[src/rtl/bc_seq_pkg.sv]
package bc_seq_pkg;

   typedef enum logic [1:0] {
      CL_DATA = 2'd0,
      CL_MODE = 2'd1,
      CL_STAT = 2'd2
   } rx_class_e;

   localparam logic [1:0] OP_XFER  = 2'b00;
   localparam logic [1:0] OP_DWORD = 2'b01;
   localparam logic [1:0] OP_CWORD = 2'b10;
   localparam logic [1:0] OP_MDATA = 2'b11;

   typedef enum logic [2:0] {
      S_IDLE,
      S_CMD,
      S_DAT,
      S_RXSTAT,
      S_RXDATA,
      S_RXMODE,
      S_GOOD
   } seq_state_e;

endpackage

[src/rtl/bc_stb_edge.sv]
module bc_stb_edge #(
   parameter int SYNC_STAGES = 0
) (
   input  logic clk,
   input  logic rst_n,
   input  logic stb_n_in,
   output logic fall
);

   logic stb_s;
   logic prev_q;

   generate
      if (SYNC_STAGES == 0) begin : g_direct
         assign stb_s = stb_n_in;
      end else begin : g_sync
         logic [SYNC_STAGES-1:0] sync_q;
         always_ff @(posedge clk or negedge rst_n) begin
            if (!rst_n) begin
               sync_q <= '1;
            end else begin
               for (int i = SYNC_STAGES - 1; i > 0; i--) begin
                  sync_q[i] <= sync_q[i-1];
               end
               sync_q[0] <= stb_n_in;
            end
         end
         assign stb_s = sync_q[SYNC_STAGES-1];
      end
   endgenerate

   always_ff @(posedge clk or negedge rst_n) begin
      if (!rst_n) prev_q <= 1'b1;
      else        prev_q <= stb_s;
   end

   assign fall = prev_q & ~stb_s;

endmodule

[src/rtl/bc_word_fetch.sv]
module bc_word_fetch #(
   parameter int BYTE_W = 8
) (
   input  logic                clk,
   input  logic                rst_n,
   input  logic                go,
   input  logic                is_cmd,
   input  logic [BYTE_W-1:0]   host_din,
   input  logic                tx_ready,
   output logic                cw_en_n,
   output logic                dw_en_n,
   output logic                fetch_hi,
   output logic                tx_valid,
   output logic [2*BYTE_W-1:0] tx_word,
   output logic                tx_cmd_sync,
   output logic                done
);

   typedef enum logic [1:0] {F_IDLE, F_HI, F_LO, F_SEND} fetch_st_e;

   fetch_st_e           st_q;
   logic                cmd_q;
   logic [2*BYTE_W-1:0] word_q;
   logic                fetching;

   always_ff @(posedge clk or negedge rst_n) begin
      if (!rst_n) begin
         st_q   <= F_IDLE;
         cmd_q  <= 1'b0;
         word_q <= '0;
      end else begin
         case (st_q)
            F_IDLE: begin
               if (go) begin
                  st_q  <= F_HI;
                  cmd_q <= is_cmd;
               end
            end
            F_HI: begin
               word_q[2*BYTE_W-1:BYTE_W] <= host_din;
               st_q <= F_LO;
            end
            F_LO: begin
               word_q[BYTE_W-1:0] <= host_din;
               st_q <= F_SEND;
            end
            default: begin
               if (tx_ready) begin
                  if (go) begin
                     st_q  <= F_HI;
                     cmd_q <= is_cmd;
                  end else begin
                     st_q <= F_IDLE;
                  end
               end
            end
         endcase
      end
   end

   assign fetching    = (st_q == F_HI) || (st_q == F_LO);
   assign cw_en_n     = !(fetching && cmd_q);
   assign dw_en_n     = !(fetching && !cmd_q);
   assign fetch_hi    = (st_q == F_HI);
   assign tx_valid    = (st_q == F_SEND);
   assign tx_word     = word_q;
   assign tx_cmd_sync = cmd_q;
   assign done        = tx_valid && tx_ready;

endmodule

[src/rtl/bc_rx_router.sv]
module bc_rx_router
   import bc_seq_pkg::*;
#(
   parameter int BYTE_W = 8
) (
   input  logic                clk,
   input  logic                rst_n,
   input  logic                take,
   input  rx_class_e           cls_in,
   input  logic [2*BYTE_W-1:0] word_in,
   output logic                busy,
   output logic                deliver_hi,
   output logic [BYTE_W-1:0]   host_dout,
   output logic                data_stb,
   output logic                mdat_stb,
   output logic                stat_stb
);

   typedef enum logic [1:0] {R_IDLE, R_HI, R_LO} route_st_e;

   route_st_e           st_q;
   rx_class_e           cls_q;
   logic [2*BYTE_W-1:0] word_q;

   always_ff @(posedge clk or negedge rst_n) begin
      if (!rst_n) begin
         st_q   <= R_IDLE;
         cls_q  <= CL_DATA;
         word_q <= '0;
      end else begin
         case (st_q)
            R_IDLE: begin
               if (take) begin
                  st_q   <= R_HI;
                  cls_q  <= cls_in;
                  word_q <= word_in;
               end
            end
            R_HI:    st_q <= R_LO;
            default: st_q <= R_IDLE;
         endcase
      end
   end

   assign busy       = (st_q != R_IDLE);
   assign deliver_hi = (st_q == R_HI);
   assign host_dout  = deliver_hi ? word_q[2*BYTE_W-1:BYTE_W] : word_q[BYTE_W-1:0];
   assign data_stb   = busy && (cls_q == CL_DATA);
   assign mdat_stb   = busy && (cls_q == CL_MODE);
   assign stat_stb   = busy && (cls_q == CL_STAT);

endmodule

[src/rtl/bc_op_seq.sv]
module bc_op_seq
   import bc_seq_pkg::*;
#(
   parameter int BYTE_W      = 8,
   parameter int WC_W        = 5,
   parameter int TR_BIT      = 10,
   parameter int SYNC_STAGES = 0
) (
   input  logic                clk,
   input  logic                rst_n,
   input  logic [1:0]          op_sel,
   input  logic                op_stb_n,
   input  logic [BYTE_W-1:0]   host_din,
   output logic                cw_en_n,
   output logic                dw_en_n,
   output logic                fetch_hi,
   input  logic                tx_ready,
   output logic                tx_valid,
   output logic [2*BYTE_W-1:0] tx_word,
   output logic                tx_cmd_sync,
   input  logic                rx_valid,
   input  logic [2*BYTE_W-1:0] rx_word,
   input  logic                rx_cmd_sync,
   input  logic                mon_en,
   output logic [BYTE_W-1:0]   host_dout,
   output logic                deliver_hi,
   output logic                data_stb,
   output logic                mdat_stb,
   output logic                stat_stb,
   output logic                blk_good,
   output logic                seq_busy
);

   localparam int WORD_W    = 2 * BYTE_W;
   localparam int CNT_W     = WC_W + 1;
   localparam int MAX_WORDS = 1 << WC_W;

   generate
      if (TR_BIT >= WORD_W) begin : g_bad_tr
         $error("bc_op_seq: TR_BIT must lie inside the word");
      end
      if (WC_W >= TR_BIT) begin : g_bad_wc
         $error("bc_op_seq: word-count field must sit below TR_BIT");
      end
      if (SYNC_STAGES < 0) begin : g_bad_sync
         $error("bc_op_seq: SYNC_STAGES must not be negative");
      end
   endgenerate

   seq_state_e       st_q, st_d;
   logic [1:0]       op_q, op_d;
   logic             tr_q, tr_d;
   logic [CNT_W-1:0] left_q, left_d;

   logic             fall;
   logic             fetch_go, fetch_is_cmd, fetch_done;
   logic             rt_busy, rt_take, rx_ok, want;
   rx_class_e        rt_cls;
   logic [WC_W-1:0]  wc_field;
   logic [CNT_W-1:0] wc_dec;
   logic             good;

   bc_stb_edge #(.SYNC_STAGES(SYNC_STAGES)) u_edge (
      .clk      (clk),
      .rst_n    (rst_n),
      .stb_n_in (op_stb_n),
      .fall     (fall)
   );

   bc_word_fetch #(.BYTE_W(BYTE_W)) u_fetch (
      .clk         (clk),
      .rst_n       (rst_n),
      .go          (fetch_go),
      .is_cmd      (fetch_is_cmd),
      .host_din    (host_din),
      .tx_ready    (tx_ready),
      .cw_en_n     (cw_en_n),
      .dw_en_n     (dw_en_n),
      .fetch_hi    (fetch_hi),
      .tx_valid    (tx_valid),
      .tx_word     (tx_word),
      .tx_cmd_sync (tx_cmd_sync),
      .done        (fetch_done)
   );

   bc_rx_router #(.BYTE_W(BYTE_W)) u_route (
      .clk        (clk),
      .rst_n      (rst_n),
      .take       (rt_take),
      .cls_in     (rt_cls),
      .word_in    (rx_word),
      .busy       (rt_busy),
      .deliver_hi (deliver_hi),
      .host_dout  (host_dout),
      .data_stb   (data_stb),
      .mdat_stb   (mdat_stb),
      .stat_stb   (stat_stb)
   );

   assign wc_field = tx_word[WC_W-1:0];
   assign wc_dec   = (wc_field == '0) ? CNT_W'(MAX_WORDS) : {1'b0, wc_field};
   assign rx_ok    = rx_valid && !rt_busy;

   always_comb begin
      st_d         = st_q;
      op_d         = op_q;
      tr_d         = tr_q;
      left_d       = left_q;
      fetch_go     = 1'b0;
      fetch_is_cmd = 1'b0;
      want         = 1'b0;
      rt_cls       = CL_DATA;
      good         = 1'b0;
      case (st_q)
         S_IDLE: begin
            if (fall) begin
               op_d = op_sel;
               case (op_sel)
                  OP_DWORD: begin
                     fetch_go = 1'b1;
                     left_d   = CNT_W'(1);
                     st_d     = S_DAT;
                  end
                  OP_MDATA: st_d = S_RXMODE;
                  default: begin
                     fetch_go     = 1'b1;
                     fetch_is_cmd = 1'b1;
                     st_d         = S_CMD;
                  end
               endcase
            end
         end
         S_CMD: begin
            if (fetch_done) begin
               if (op_q == OP_CWORD) begin
                  st_d = S_IDLE;
               end else begin
                  tr_d   = tx_word[TR_BIT];
                  left_d = wc_dec;
                  if (!tx_word[TR_BIT]) begin
                     fetch_go = 1'b1;
                     st_d     = S_DAT;
                  end else begin
                     st_d = S_RXSTAT;
                  end
               end
            end
         end
         S_DAT: begin
            if (fetch_done) begin
               if (left_q > CNT_W'(1)) begin
                  left_d   = left_q - CNT_W'(1);
                  fetch_go = 1'b1;
               end else if (op_q == OP_DWORD) begin
                  st_d = S_IDLE;
               end else begin
                  st_d = S_RXSTAT;
               end
            end
         end
         S_RXSTAT: begin
            want   = rx_cmd_sync;
            rt_cls = CL_STAT;
            if (rx_ok && rx_cmd_sync) st_d = tr_q ? S_RXDATA : S_IDLE;
         end
         S_RXDATA: begin
            want   = 1'b1;
            rt_cls = rx_cmd_sync ? CL_STAT : CL_DATA;
            if (rx_ok) begin
               if (rx_cmd_sync)                st_d = S_IDLE;
               else if (left_q == CNT_W'(1))   st_d = S_GOOD;
               else                            left_d = left_q - CNT_W'(1);
            end
         end
         S_RXMODE: begin
            want   = 1'b1;
            rt_cls = rx_cmd_sync ? CL_STAT : CL_MODE;
            if (rx_ok && !rx_cmd_sync) st_d = S_IDLE;
         end
         default: begin
            if (!rt_busy) begin
               good = 1'b1;
               st_d = S_IDLE;
            end
         end
      endcase
      if (mon_en) rt_cls = rx_cmd_sync ? CL_STAT : CL_MODE;
   end

   assign rt_take = rx_ok && (want || mon_en);

   always_ff @(posedge clk or negedge rst_n) begin
      if (!rst_n) begin
         st_q   <= S_IDLE;
         op_q   <= OP_XFER;
         tr_q   <= 1'b0;
         left_q <= '0;
      end else begin
         st_q   <= st_d;
         op_q   <= op_d;
         tr_q   <= tr_d;
         left_q <= left_d;
      end
   end

   assign blk_good = good;
   assign seq_busy = (st_q != S_IDLE);

endmodule

[config.mk]
export PLATFORM = sky130hd
export DESIGN_NAME = bc_op_seq
export DESIGN_NICKNAME = d
export VERILOG_FILES = /design/src/rtl/bc_seq_pkg.sv /design/src/rtl/bc_stb_edge.sv /design/src/rtl/bc_word_fetch.sv /design/src/rtl/bc_rx_router.sv /design/src/rtl/bc_op_seq.sv
export SDC_FILE = /design/constraint.sdc
export NUM_CORES = 1
export LEC_CHECK = 0
export BUFFER_PORTS_ARGS = -buffer_cell sky130_fd_sc_hd__buf_2
export CAP_MARGIN = 25
export CORE_MARGIN = 5
export CORE_UTILIZATION = 40
export CTS_BUF_LIST = sky130_fd_sc_hd__clkbuf_16
export DETAILED_ROUTE_END_ITERATION = 8
export PLACE_DENSITY = 0.74
export RECOVER_POWER = 100
export SYNTH_ARGS = -nofsm -noshare
export SYNTH_HDL_FRONTEND = slang
export SYNTH_SLANG_ARGS = --single-unit
[constraint.sdc]
create_clock -name clk -period 4.53 [get_ports clk]
set_clock_uncertainty 0.2 [all_clocks]
set_input_delay 0.2265 -clock clk [delete_from_list [all_inputs] [get_ports clk]]
set_output_delay 0.2265 -clock clk [all_outputs]
set_load 0.02 [all_outputs]
* Yosys cells after proc, flatten, opt, wreduce, memory -nomap -nowiden
Index checks and enable logic that the tools add are counted.
W data, S select, Z words.
** Cells by class
- Reduce and logical (&&, ||, !) cells :: 38
- Equal/unequal tests :: 32
- Bitwise operators :: 4
- Muxes and demuxes :: 55
- $add $sub $neg :: 1
- $lt $le $gt $ge :: 1
** Operators by type and width (count)
- $mux W6 :: 10
- $mux W3 :: 11
- $ne A2 B2 Y1 const B :: 13
- $pmux W6 S4 :: 1
- $pmux W3 S6 :: 1
- $mux W1 :: 16
- $mux W2 :: 8
- $pmux W2 S3 :: 2
- $eq A2 B1 Y1 const B :: 5
- $eq A2 B2 Y1 const B :: 5
- $logic_and A1 B1 Y1 :: 10
- $reduce_and A10 Y1 :: 1
- $reduce_and A9 Y1 :: 1
- $mux W8 :: 1
- $reduce_and A2 Y1 :: 4
- $reduce_bool A4 Y1 :: 2
- $ne A7 B1 Y1 const B :: 1
- $eq A3 B2 Y1 const B :: 2
- $eq A3 B3 Y1 const B :: 2
- $eq A6 B1 Y1 const B :: 1
- $gt A6 B1 Y1 const B :: 1
- $logic_not A2 Y1 :: 3
- $pmux W3 S2 :: 1
- $reduce_or A2 Y1 :: 3
- other kinds (17) :: 26
** Storage, ports and cells
- Bits of input ports :: 33
- Flip-flop bits (word level) :: 52
- Word-level logic and storage cells :: 143

* Logic depth before layout (Yosys ltp)
Gate-level depths: netlist (run 1).
- Depth in word-level cells :: 8
- Depth in mapped cells :: 8

* By module
A second synthesis (run 1) with hierarchy kept.
** Second synthesis, totals
- Cells, all modules :: 245
- Area total of the unflattened synthesis :: 2830.2 µm²
** By module, submodules not included
- bc_op_seq :: sequential area each 300.3 µm², area each 1017.2 µm², cells each 129, times used 1
- bc_rx_router :: sequential area each 500.5 µm², area each 915.9 µm², cells each 57, times used 1
- bc_word_fetch :: sequential area each 475.5 µm², area each 857.1 µm², cells each 57, times used 1
- bc_stb_edge :: sequential area each 26.3 µm², area each 40.0 µm², cells each 2, times used 1

* Worst setup path before layout (run 1)
Ideal clock, no wire load.
- Path kind :: reg-to-reg
- From :: reg st_q[0]
- To :: reg u_fetch.st_q[1]
- Data required time :: 4202 ps
- Arrival time :: 1888 ps
- Cell stages (with the launch flop) :: 7
- Setup slack :: 2315 ps
- Cells stage by stage :: dfrtp_1 or3_1 or3_1 clkbuf_1 a21oi_1 o31ai_1 mux2_1
** Between the ends
- Longest elaborated chain between the ends :: 4
- Elaborated cells between the ends (all ways) :: 6
- Those cells by class :: 3 x eq/ne; 1 x mux; 2 x reduce/logical
** Ends and longest elaborated chain
- start, declared :: line bc_op_seq.sv:50 : seq_state_e st_q, st_d;
- start signal, assigned :: line bc_op_seq.sv:199 : st_q <= st_d;
- $eq A3 B2 Y1, or another cell as far along :: line bc_op_seq.sv:114 : case (st_q)
- $pmux W1 S3 * :: line bc_op_seq.sv:114
- $ne A2 B2 Y1 (no source line) *
- $reduce_and A2 Y1 (no source line) *
- end signal, assigned :: line bc_word_fetch.sv:45 : st_q <= F_SEND;
- end signal, assigned :: line bc_word_fetch.sv:50 : st_q <= F_HI;
- end signal, assigned :: line bc_word_fetch.sv:53 : st_q <= F_IDLE;
- end, declared :: line bc_word_fetch.sv:21 : fetch_st_e st_q;
Mark *: on every way between the ends. The rest lies on a longest branch, timed or not.
A chain may end at the register's enable or synchronous reset.

* Worst setup path after layout (run 1)
- From :: reg st_q[1]
- To :: reg u_route.word_q[8]
** Between the ends
- Longest elaborated chain between the ends :: 6
- Elaborated cells between the ends (all ways) :: 8
- Those cells by class :: 3 x eq/ne; 1 x mux; 4 x reduce/logical
** Ends and longest elaborated chain
- $eq A3 B3 Y1 :: line bc_op_seq.sv:114
- $reduce_or A2 Y1 (no source line)
- $pmux W1 S2 * :: line bc_op_seq.sv:114
- $logic_or A1 B1 Y1 * :: line bc_op_seq.sv:190 : assign rt_take = rx_ok && (want || mon_en);
- $logic_and A1 B1 Y1 * :: line bc_op_seq.sv:190
- $reduce_and A2 Y1 (no source line) *
- end signal, assigned :: line bc_rx_router.sv:36 : word_q <= word_in;
- end, declared :: line bc_rx_router.sv:23 : logic [2*BYTE_W-1:0] word_q;
Marked as above.

==> results of run 1 <==
[sequential cells by signal, indices dropped and copies added, names as in the netlist, 2 cells and up]
name	cells
left_q	6
u_fetch.st_q	2
u_route.st_q	2
u_fetch.tx_word	16
st_q	3
op_q	2
u_route.word_q	16
u_route.cls_q	2
[metrics by stage]
| stage | worst slack, ns | cell area (sq um) |
|---|---|---|
| floorplan | 2.315 | 2809 |
| global placement | 1.962 | 3217 |
| detailed placement | 1.888 | 3217 |
| CTS | 1.875 | 3640 |
| global route | 1.675 | 3572 |
| finish | 1.880 | 3572 |
[logic make-up (layout without fill, tap and decap cells)]
logic type / Yosys count / in the layout / share of synthesized area
AOI/OAI and AO/OA: 53 / 53 / 0.1452
and+or+nand+nor: 62 / 62 / 0.1256
xor gates and xnor gates: 2 / 2 / 0.006237
adders and majority gates: 7 / 7 / 0.03118
buffers and inverters: 24 / 115 / 0.03697
muxes: 48 / 48 / 0.1911
DFF: 52 / 52 / 0.4637
[cell type report]
| class | count | area [sq um] | area share |
|---|---|---|---|
| inverter | 13 | 48.80 | 0.01366 |
| timing repair buffer | 94 | 558.0 | 0.1562 |
| clock inverter | 3 | 37.54 | 0.01051 |
| tap | 96 | 120.1 | 0.03363 |
| sequential | 52 | 1303 | 0.3646 |
| multi-input combinational | 172 | 1380 | 0.3863 |
| clock buffer | 5 | 125.1 | 0.03503 |
[layer usage]
metal  GRT usage  up-vias  wire, um
met5           0        -         0
met1      0.2044     1141      2774
met3     0.02885       12       300
met2      0.2602       69      3363
li1            -     1099         -
met4     0.06137        0       129
[synth_stat cells, drive strengths merged (2+ instances only)]
cell	instances
o21ai	8
nor4	2
nand2	8
o31ai	6
nand3	5
o21bai	2
nor2b	7
or3	2
a221oi	2
buf	6
nor3	5
clkbuf	5
nor3b	5
mux2	45
a31oi	2
or4	3
inv	13
o211ai	2
a32oi	3
a21oi	8
dfrtp	51
mux2i	3
o22ai	2
ha	7
nand2b	4
a22oi	2
or2	2
a211oi	2
nor2	14
o2111ai	2
a2111oi	2
[power by group]
group	internal (mW)	switching (mW)
registers	0.688	0.206
clock network	0.257	0.161
logic	0.569	0.758
[worst min-delay path by stage]
| stage | slack [ns] | from | to | cells past startpoint |
|---|---|---|---|---|
| floorplan | -0.27 | rst_n | left_q[0]$_DFFE_PN0P_ | 0 |
| global placement | 0.16 | op_stb_n | u_edge.prev_q$_DFF_PN1_ | 1 |
| detailed placement | 0.16 | op_stb_n | u_edge.prev_q$_DFF_PN1_ | 1 |
| CTS | 0.005 | rx_cmd_sync | u_route.cls_q[0]$_DFFE_PN0P_ | 2 |
| global route | 0.03 | rx_cmd_sync | u_route.cls_q[0]$_DFFE_PN0P_ | 2 |
| finish | 0.02 | rx_cmd_sync | u_route.cls_q[0]$_DFFE_PN0P_ | 2 |
==> results by group, run 1 <==
Die
  • Rows: 30
  • Initial Util: 0.4112
  • IO Pins: 68
  • Core box area: 6832 sq um
  • Die area: 8798 sq um
  • Die height: 93.80 um
  • Die width: 93.80 um

Clocking
  • CTS resizes: 0
  • Num CTS Buffers: 5
  • H-Tree Depth: 2
  • Clock slew at the register clock pins of the worst setup and hold paths: 0.06 ns
  • Sink Count: 52
  • CTS tree: yes
  • Postcts setup bufs: 0
  • Clock buffer depth: 2
  • Worst-Skew Late Latency: 0.29 ns
  • Hold_buf cts: 26
  • CTS root buf: clkbuf_16

GRT
  • Initial antenna violation count: 0
  • Largest net degree at the start of global routing: 53
  • Total grt overflow: 0
  • First-pass GRT wire length: 11.31 mm
  • Number of global-route vias before repair: 2325
  • Tot GR Track Use: 0.1578

Drt
  • Remaining DRCs: 0
  • Routed Antenna Nets: 0
  • Wirelength per Cell: 15.10 um
  • Iter 0 DRT Violations: 187
  • 1st-pass router iterations: 4
  • Via count: 2321
  • Vias/cell: 5.336
  • DRT Wirelength: 6.567 mm

Setup path
  • Reg2Reg Setup Slack: 1.88 ns
  • Largest delay contributor family on the critical path: simple AND/OR/NAND/NOR gates
  • Critical path required time: 4.50 ns
  • Critical setup path kind: register to register
  • Arr. time, crit path: 2.62 ns
  • Crit start category: register
  • Critical-path top delay cell: dfrtp_1
  • Worst setup EP type: register
  • Number of cells on the worst reg-to-reg path: 4
  • Critical path depth in cells: 4
  • CP max stage delay: 0.74 ns
  • R2R Path End: u_route.word_q[8]$_DFFE_PN0P_
  • Reg2Reg Launch Point: st_q[1]$_DFFE_PN0P_
  • CP endpoint: u_route.word_q[8]$_DFFE_PN0P_
  • CP startpoint: st_q[1]$_DFFE_PN0P_
  • Buf+Inv Stages, Crit Path: 0
  • Peak fanout along the critical path: 21
  • Critical-path cell list: and3b_1 > a211o_1 > nand3_1 > mux2_2

Yosys
  • Asr flop ratio synth: 1.000
  • Yosys top cell by area: dfrtp_1
  • Warnings, synthesis: 0
  • Post-synth EDFFs: 0
  • Post-Syn Nets: 288
  • Share of the synthesized area in the top cell type: 0.4543
  • Synth Instances: 248
  • Largest cells by area after synthesis: dfrtp_1 45%, mux2_2 18%, ha_1 3.1%, nor2_1 1.9%, inv_1 1.6%
  • Netlist Area Pre-Place: 2809 sq um
  • Avg Cell Area, Syn: 11.33 sq um
  • Register area share after synthesis: 0.4637
  • FF+latch count, synth: 52
  • Synth cell types: 60
  • Top FF cell, synth: dfrtp_1

Layout
  • Fillcell total: 613
  • Final net count: 378
  • P&R area growth vs syn: 27.17%
  • Share of layout cells above drive strength 1: 0.2596
  • Layout Cells excl Fill: 435
  • Commonest non-fill, non-tap cells in the layout: 51 x dfrtp_1, 44 x mux2_2, 36 x clkbuf_1
  • # diodes: 0
  • Post-Route Utilization: 0.5229
  • Most common cell after layout, fill and taps aside: dfrtp_1

STA
  • Final worst path period share: 0.5850
  • Max transition margin: 0.4025
  • Final Critical Period: 2.650 ns
  • Slew @ Worst Pin: 0.8938 ns
  • Final Hold Fails: 0
  • Endpoints failing setup: 0
  • Min Hold Slack: 0.01512 ns
  • Max frequency: 377.3 MHz
  • Final setup TNS: 0 ns
  • Fin. max-slew vios: 0
  • Unrepaired setup endpoints after global routing: false

Placement
  • Routability cong.: 0.8349
  • Cells after DPL: 401
  • Number of port buffers: 67
  • DP HPWL: 4.500 mm

Power
  • Pwr/cell area: 738.8 nW/um^2
  • Power Total: 2.639 mW
  • VDD IR-drop max: 0.0003536 V
  • Pleak: 1.529 nW

Outcome
  • Outcome: finished clean

Job
  • Max Cap Viol: 0

Hold path
  • Hold Crit Class: input port to register
Power figures use the tool's default switching activity.
==> inputs of run 2 (changes only) <==
ABC_AREA = 1   (was unset)
PLACE_DENSITY = 0.76   (was 0.74)
clock period = 2.3 ns   (was 4.53 ns; I/O delays follow)
==> results by group, run 2 <==
Power
  • Pwr/cell area: 1359 nW/um^2 (+84%)
  • VDD IR-drop max: 0.0007296 V (+110%)
  • Pleak: 1.776 nW (+16%)

STA
  • Final Critical Period: 2.047 ns
  • Unrepaired setup endpoints after global routing: false
  • Final setup TNS: 0 ns (unchanged)
  • Fin. max-slew vios: 0 (unchanged)
  • Final worst path period share: 0.8900
  • Max transition margin: 0.3989 (-0.003550)
  • Max frequency: 488.5 MHz
  • Slew @ Worst Pin: 0.9016 ns (+0.007829 ns)
  • Endpoints failing setup: 0 (unchanged)
  • Min Hold Slack: 0.08123 ns (+0.06612 ns)
  • Final Hold Fails: 0 (unchanged)

Yosys
  • FF+latch count, synth: 52 (unchanged)
  • Multiplexer area fraction after synthesis: 0.04340 (-0.1477)
  • Synth Instances: 343 (+38%)
  • Post-Syn Nets: 383 (+33%)
  • Top FF cell, synth: dfrtp_1
  • Yosys top cell by area: dfrtp_1
  • Synth cell types: 36 (-40%)
  • Xor and xnor fraction of the mapped netlist area: 0 (-0.006236)
  • Largest cells by area after synthesis: dfrtp_1 46%, nand2_1 14%, inv_1 5.4%, o21ai_0 4.9%, mux2_4 4.3%
  • Warnings, synthesis: 0 (unchanged)
  • Asr flop ratio synth: 1.000 (unchanged)
  • Post-synth EDFFs: 0 (unchanged)
  • Simple-Gate Fraction of Synth Area: 0.2676 (+0.1420)
  • Avg Cell Area, Syn: 8.069 sq um (-29%)
  • Post-synthesis adder-cell area fraction: 0.03165 (+0.0004652)
  • Netlist Area Pre-Place: 2768 sq um (-1.5%)
  • Compound-Gate Fraction of Synth Area: 0.1090 (-0.03626)
  • Post-synth top cells: 105 x nand2_1, 51 x dfrtp_1, 40 x inv_1
  • Count leader, synth: nand2_1
  • Largest family of logic cells by synthesized area: simple AND/OR/NAND/NOR gates
  • Share of the synthesized area in the top cell type: 0.4611 (+0.006778)
  • Register area share after synthesis: 0.4706 (+0.006918)

Setup path
  • Critical path required time: 1.99 ns (-2.51 ns)
  • Arr. time, crit path: 1.73 ns (-0.89 ns)
  • Critical-path cell list: inv_1 > nor2_1 > clkbuf_1 > nand2_1 > o21ai_0 > clkbuf_1
  • Top cell by count, worst path: clkbuf_1
  • Crit start category: register
  • Buf+Inv Stages, Crit Path: 3 (+3)
  • Reg2Reg Launch Point: st_q[2]$_DFFE_PN0P_
  • Critical setup path kind: register to output pin
  • CP startpoint: u_route.st_q[0]$_DFFE_PN0P_
  • Worst setup EP type: output pin
  • Peak fanout along the critical path: 17 (-19%)
  • Largest delay contributor family on the critical path: buffers and inverters
  • CP max stage delay: 0.45 ns (-0.29 ns)
  • Critical-path top delay cell: clkbuf_1

Placement
  • DP HPWL: 4.820 mm (+7.1%)
  • Routability cong.: 0.8996 (+7.7%)
  • Number of port buffers: 67 (unchanged)

Layout
  • Final net count: 485 (+28%)
  • Share of layout cells above drive strength 1: 0.1413 (-0.1183)
  • P&R area growth vs syn: 29.39%
  • Commonest non-fill, non-tap cells in the layout: 106 x nand2_1, 51 x dfrtp_1, 41 x inv_1
  • Most common cell after layout, fill and taps aside: nand2_1
  • Fillcell total: 651 (+6.2%)
  • # diodes: 0 (unchanged)

Die
  • Initial Util: 0.4096 (-0.001543)
  • Core box area: 6756 sq um (-1.1%)
  • Rows: 30 (unchanged)
  • Die height: 93.18 um (-0.66%)
  • IO Pins: 68 (unchanged)
  • Die area: 8683 sq um (-1.3%)
  • Die width: 93.18 um (-0.66%)

Clocking
  • CTS root buf: clkbuf_16
  • H-Tree Depth: 2 (unchanged)
  • Clock buffer depth: 2 (unchanged)
  • Num CTS Buffers: 5 (unchanged)
  • Worst-Skew Late Latency: 0.28 ns (about the same)
  • Sink Count: 52 (unchanged)
  • CTS tree: yes
  • Clock slew at the register clock pins of the worst setup and hold paths: 0.06 ns (about the same)
  • CTS resizes: 0 (unchanged)

Drt
  • Wirelength per Cell: 12.72 um (-16%)
  • Routed Antenna Nets: 0 (unchanged)
  • Via count: 2550 (+9.9%)
  • 1st-pass router iterations: 5 (+1)
  • Iter 0 DRT Violations: 114 (-39%)
  • DRT Wirelength: 6.692 mm (+1.9%)
  • Remaining DRCs: 0 (unchanged)
  • Vias/cell: 4.848 (-9.1%)

GRT
  • Tot GR Track Use: 0.1654 (+0.007629)
  • Total grt overflow: 0 (unchanged)
  • Largest net degree at the start of global routing: 38 (-28%)
  • Number of global-route vias before repair: 2665 (+15%)
  • Initial antenna violation count: 0 (unchanged)
  • First-pass GRT wire length: 11.73 mm (+3.7%)

Outcome
  • Outcome: finished clean

Job
  • Max Cap Viol: 0 (unchanged)

Hold path
  • Origin of the worst min-delay path: rx_cmd_sync
  • Hold Crit Class: input port to register
-- run 2: cell count changes after synthesis, sizes merged, moves of 7 or more --
cell	change
nand2	+100
mux2	-37
nand3	+17
nor2	+13
inv	+32
nor2b	-7
o21ai	+30
-- run 2: path summary, 6_finish.rpt --
| kind | slack (ns) | to | cells after the start |
|---|---|---|---|
| max | 0.25 | host_dout[6] | 6 |
| min | 0.08 | u_route.cls_q[0]$_DFFE_PN0P_ | 4 |
| max reg2reg | 0.29 | u_route.word_q[13]$_DFFE_PN0P_ | 7 |
| min reg2reg | 0.27 | u_fetch.tx_word[11]$_DFFE_PN0P_ | 2 |
| max in group asynchronous | 0.68 | u_route.word_q[7]$_DFFE_PN0P_ | 3 |
| min in group asynchronous | 0.30 | u_route.word_q[2]$_DFFE_PN0P_ | 2 |
-- run 2: kinds of logic (layout without fill, tap and decap cells) --
logic type                 count (synthesis)  in the layout
DFF                                       52             52
adders and majority gates                  7              7
AOI/OAI and AO/OA                         55             55
muxes                                      8              8
and+or+nand+nor                          169            169
buffers and inverters                     52            155
-- run 2: repair_timing --
item                                   4_1_cts  5_1_grt
hold buffers                                30        0
endpoints found under the hold margin       73        0
buffers inserted                             0        0
-- run 2: layout make-up --
type,count,area (sq um),area share
Sequential cell,52,1303,0.3637
Multi-Input combinational cell,239,1207,0.3372
Timing Repair Buffer,102,634.4,0.1771
Inverter,45,168.9,0.04717
Clock buffer,5,125.1,0.03494
Tap cell,80,100.1,0.02795
Clock inverter,3,42.54,0.01188
-- run 2: metal layers --
metal / track usage / wire length [um] / share of wire
met2: 0.2873 / 3224 / 0.48
met1: 0.2079 / 2994 / 0.45
met5: 0 / 0 / 0
met4: 0.02320 / 15 / 0.0022
met3: 0.04988 / 457 / 0.068
-- run 2: power breakdown --
group	internal [mW]	leakage (nW)	total, mW	switching [mW]
logic	0.787	1.05	2.41	1.62
clock network	0.511	0.0798	0.837	0.326
registers	1.33	0.644	1.62	0.291
total	2.63	1.78	4.87	2.24
-- run 2: worst min-delay path, delay by kind of cell --
| family | cells | cell delay [ns] |
|---|---|---|
| compound gates | 2 | 0.19 |
| buf+inv | 2 | 0.21 |
-- run 2: metrics by stage --
step	cell area, sq um	total power [mW]	instances	setup slack (ns)	util
CTS	3675	5.068	526	0.3500	0.5439
detailed placement	3207	4.176	488	0.3701	0.4746
finish	3581	4.867	526	0.2529	0.5300
global route	3581	5.312	526	0.09680	0.5300
floorplan	2768	3.450	343	0.4921	-
global placement	3207	4.100	488	0.3950	0.4746
==> inputs of run 3 (changes only) <==
ABC_AREA = unset   (was 1)
CORE_UTILIZATION = 48   (was 40)
PLACE_DENSITY = 0.87   (was 0.76)
==> results by group, run 3 (synthesis results as in run 1) <==
Placement
  • Routability cong.: 0.9712 (+8.0%)
  • DP HPWL: 5.097 mm (+5.7%)
  • Pre-CTS setup slack: 0.02679 ns (-0.3433 ns)
  • Number of port buffers: 67 (unchanged)

GRT
  • Initial antenna violation count: 0 (unchanged)
  • Total grt overflow: 0 (unchanged)
  • Number of global-route vias before repair: 2525 (-5.3%)
  • Tot GR Track Use: 0.2173 (+0.05194)
  • First-pass GRT wire length: 12.68 mm (+8.1%)
  • Largest net degree at the start of global routing: 53 (+39%)

Layout
  • Final net count: 400 (-18%)
  • # diodes: 0 (unchanged)
  • P&R area growth vs syn: 34.03%
  • Share of layout cells above drive strength 1: 0.3380 (+0.1967)
  • Fillcell total: 448 (-31%)
  • Area taken by flip-flops and latches: 1304 sq um (about the same)
  • Commonest non-fill, non-tap cells in the layout: 50 x dfrtp_1, 44 x mux2_2, 33 x buf_2
  • Footprint of the multi-input gates: 1415 sq um (+17%)
  • Most common cell after layout, fill and taps aside: dfrtp_1
  • Post-Route Utilization: 0.6714 (+0.1414)

Drt
  • Iter 0 DRT Violations: 194 (+70%)
  • DRT Wirelength: 7.840 mm (+17%)
  • Routed Antenna Nets: 0 (unchanged)
  • Remaining DRCs: 0 (unchanged)
  • Vias/cell: 5.693 (+17%)
  • 1st-pass router iterations: 4 (-1)
  • Via count: 2465 (-3.3%)
  • Wirelength per Cell: 18.11 um (+42%)

Clocking
  • CTS root buf: clkbuf_16
  • Clock buffer depth: 2 (unchanged)
  • Sink Count: 52 (unchanged)
  • Num CTS Buffers: 5 (unchanged)
  • Clock slew at the register clock pins of the worst setup and hold paths: 0.06 ns (about the same)
  • H-Tree Depth: 2 (unchanged)
  • Worst-Skew Late Latency: 0.29 ns (about the same)
  • CTS tree: yes

STA
  • Max transition margin: 0.1403 (-0.2586)
  • Worst setup margin: -0.03933 ns (-0.2922 ns)
  • Fin. max-slew vios: 0 (unchanged)
  • Final Critical Period: 2.339 ns (+0.2922 ns)
  • Unrepaired setup endpoints after global routing: true
  • Endpoints failing setup: 1 (+1)
  • Final worst path period share: 1.017 (+0.1271)
  • Slew @ Worst Pin: 1.289 ns (+0.3879 ns)
  • Final Hold Fails: 0 (unchanged)
  • Max frequency: 427.5 MHz (-12%)

Hold path
  • Hold Crit Class: input port to register
  • Hold Path Stages: 3 (-1)

Setup path
  • CP max stage delay: 0.58 ns (+0.13 ns)
  • Arr. time, crit path: 2.31 ns (+0.58 ns)
  • Critical-path cell list: or4_4 > o211ai_1 > a211oi_2 > o31ai_1 > mux2_1
  • Peak fanout along the critical path: 4 (-13)
  • Critical path required time: 2.27 ns (+0.28 ns)
  • Worst setup EP type: register
  • Critical-path top delay cell: or4_4
  • Crit start category: register
  • Number of cells on the worst reg-to-reg path: 5 (-2)
  • Largest delay contributor family on the critical path: compound AO/OA/AOI/OAI gates
  • Critical setup path kind: register to register
  • Critical path depth in cells: 5 (-1)
  • Buf+Inv Stages, Crit Path: 0 (-3)

Outcome
  • Failing checks: setup timing
  • Outcome: finished with violations

Die
  • Core box area: 5608 sq um (-17%)
  • Die height: 86.50 um (-7.2%)
  • Die area: 7482 sq um (-14%)
  • Die width: 86.50 um (-7.2%)
  • IO Pins: 68 (unchanged)
  • Initial Util: 0.5009 (+0.09126)
  • Rows: 27 (-10%)

Power
  • Pwr/cell area: 1485 nW/um^2 (+9.3%)
  • Pleak: 1.668 nW (-6.0%)
  • VDD IR-drop max: 0.0007534 V (+3.3%)
  • Power Total: 5.592 mW (+15%)

Job
  • Max Cap Viol: 0 (unchanged)
==> run 3: final timing paths <==
path / startpoint / to / slack, ns
setup reg to reg: left_q[3]$_DFFE_PN0P_ / u_fetch.st_q[1]$_DFFE_PN0P_ / -0.04
max in group asynchronous: rst_n / st_q[1]$_DFFE_PN0P_ / 0.49
hold / removal: tx_ready / tr_q$_DFFE_PN0P_ / 0.07
setup / recovery: left_q[3]$_DFFE_PN0P_ / u_fetch.st_q[1]$_DFFE_PN0P_ / -0.04
hold reg to reg: u_route.word_q[9]$_DFFE_PN0P_ / u_route.word_q[9]$_DFFE_PN0P_ / 0.30
min in group asynchronous: rst_n / u_fetch.tx_word[5]$_DFFE_PN0P_ / 0.55
==> run 3: cell type report <==
cell class | instances | area share
repair buffers | 116 | 0.1974
inverters | 13 | 0.01296
multi-input cells | 172 | 0.3759
flip-flops and latches | 52 | 0.3463
well taps | 72 | 0.02393
clock buffers | 5 | 0.03323
clock inverters | 3 | 0.01030
==> run 3: timing repair <==
item / in CTS / in global routing
buffers inserted: 0 / 3
setup endpoints to repair: 1 / 20
endpoints found under the hold margin: 88 / 1
resized for setup: 0 / 9
hold buffers: 30 / 1
pin swaps: 1 / 4
==> run 3: where the power goes <==
part	leakage [nW]	switching [mW]	internal (mW)
clock network	0.0850	0.318	0.508
registers	0.624	0.387	1.36
logic	0.959	1.71	1.31
total	1.67	2.41	3.18
==> run 3: stage by stage <==
step / instance area [sq um] / hold WS, ns / cells / setup TNS [ns]
finish: 3765 / 0.06552 / 433 / -0.03933
global route: 3765 / 0.08947 / 433 / -0.7864
CTS: 3769 / 0.05962 / 429 / 0
detailed placement: 3304 / 0.05393 / 391 / 0
global placement: 3304 / 0.05940 / 391 / 0
floorplan: 2809 / -0.3806 / 248 / 0
==> run 3: tightest hold or removal path, cell delays in order <==
cell and delay (ns):
buf_2 0.14, nand4_1 0.11, mux2_2 0.15
==> run 3: metal layers <==
metal / wire length (um) / GRT usage
met3: 400 / 0.03707
met1: 3098 / 0.2668
met4: 261 / 0.09915
met2: 4078 / 0.3720
met5: 0 / 0
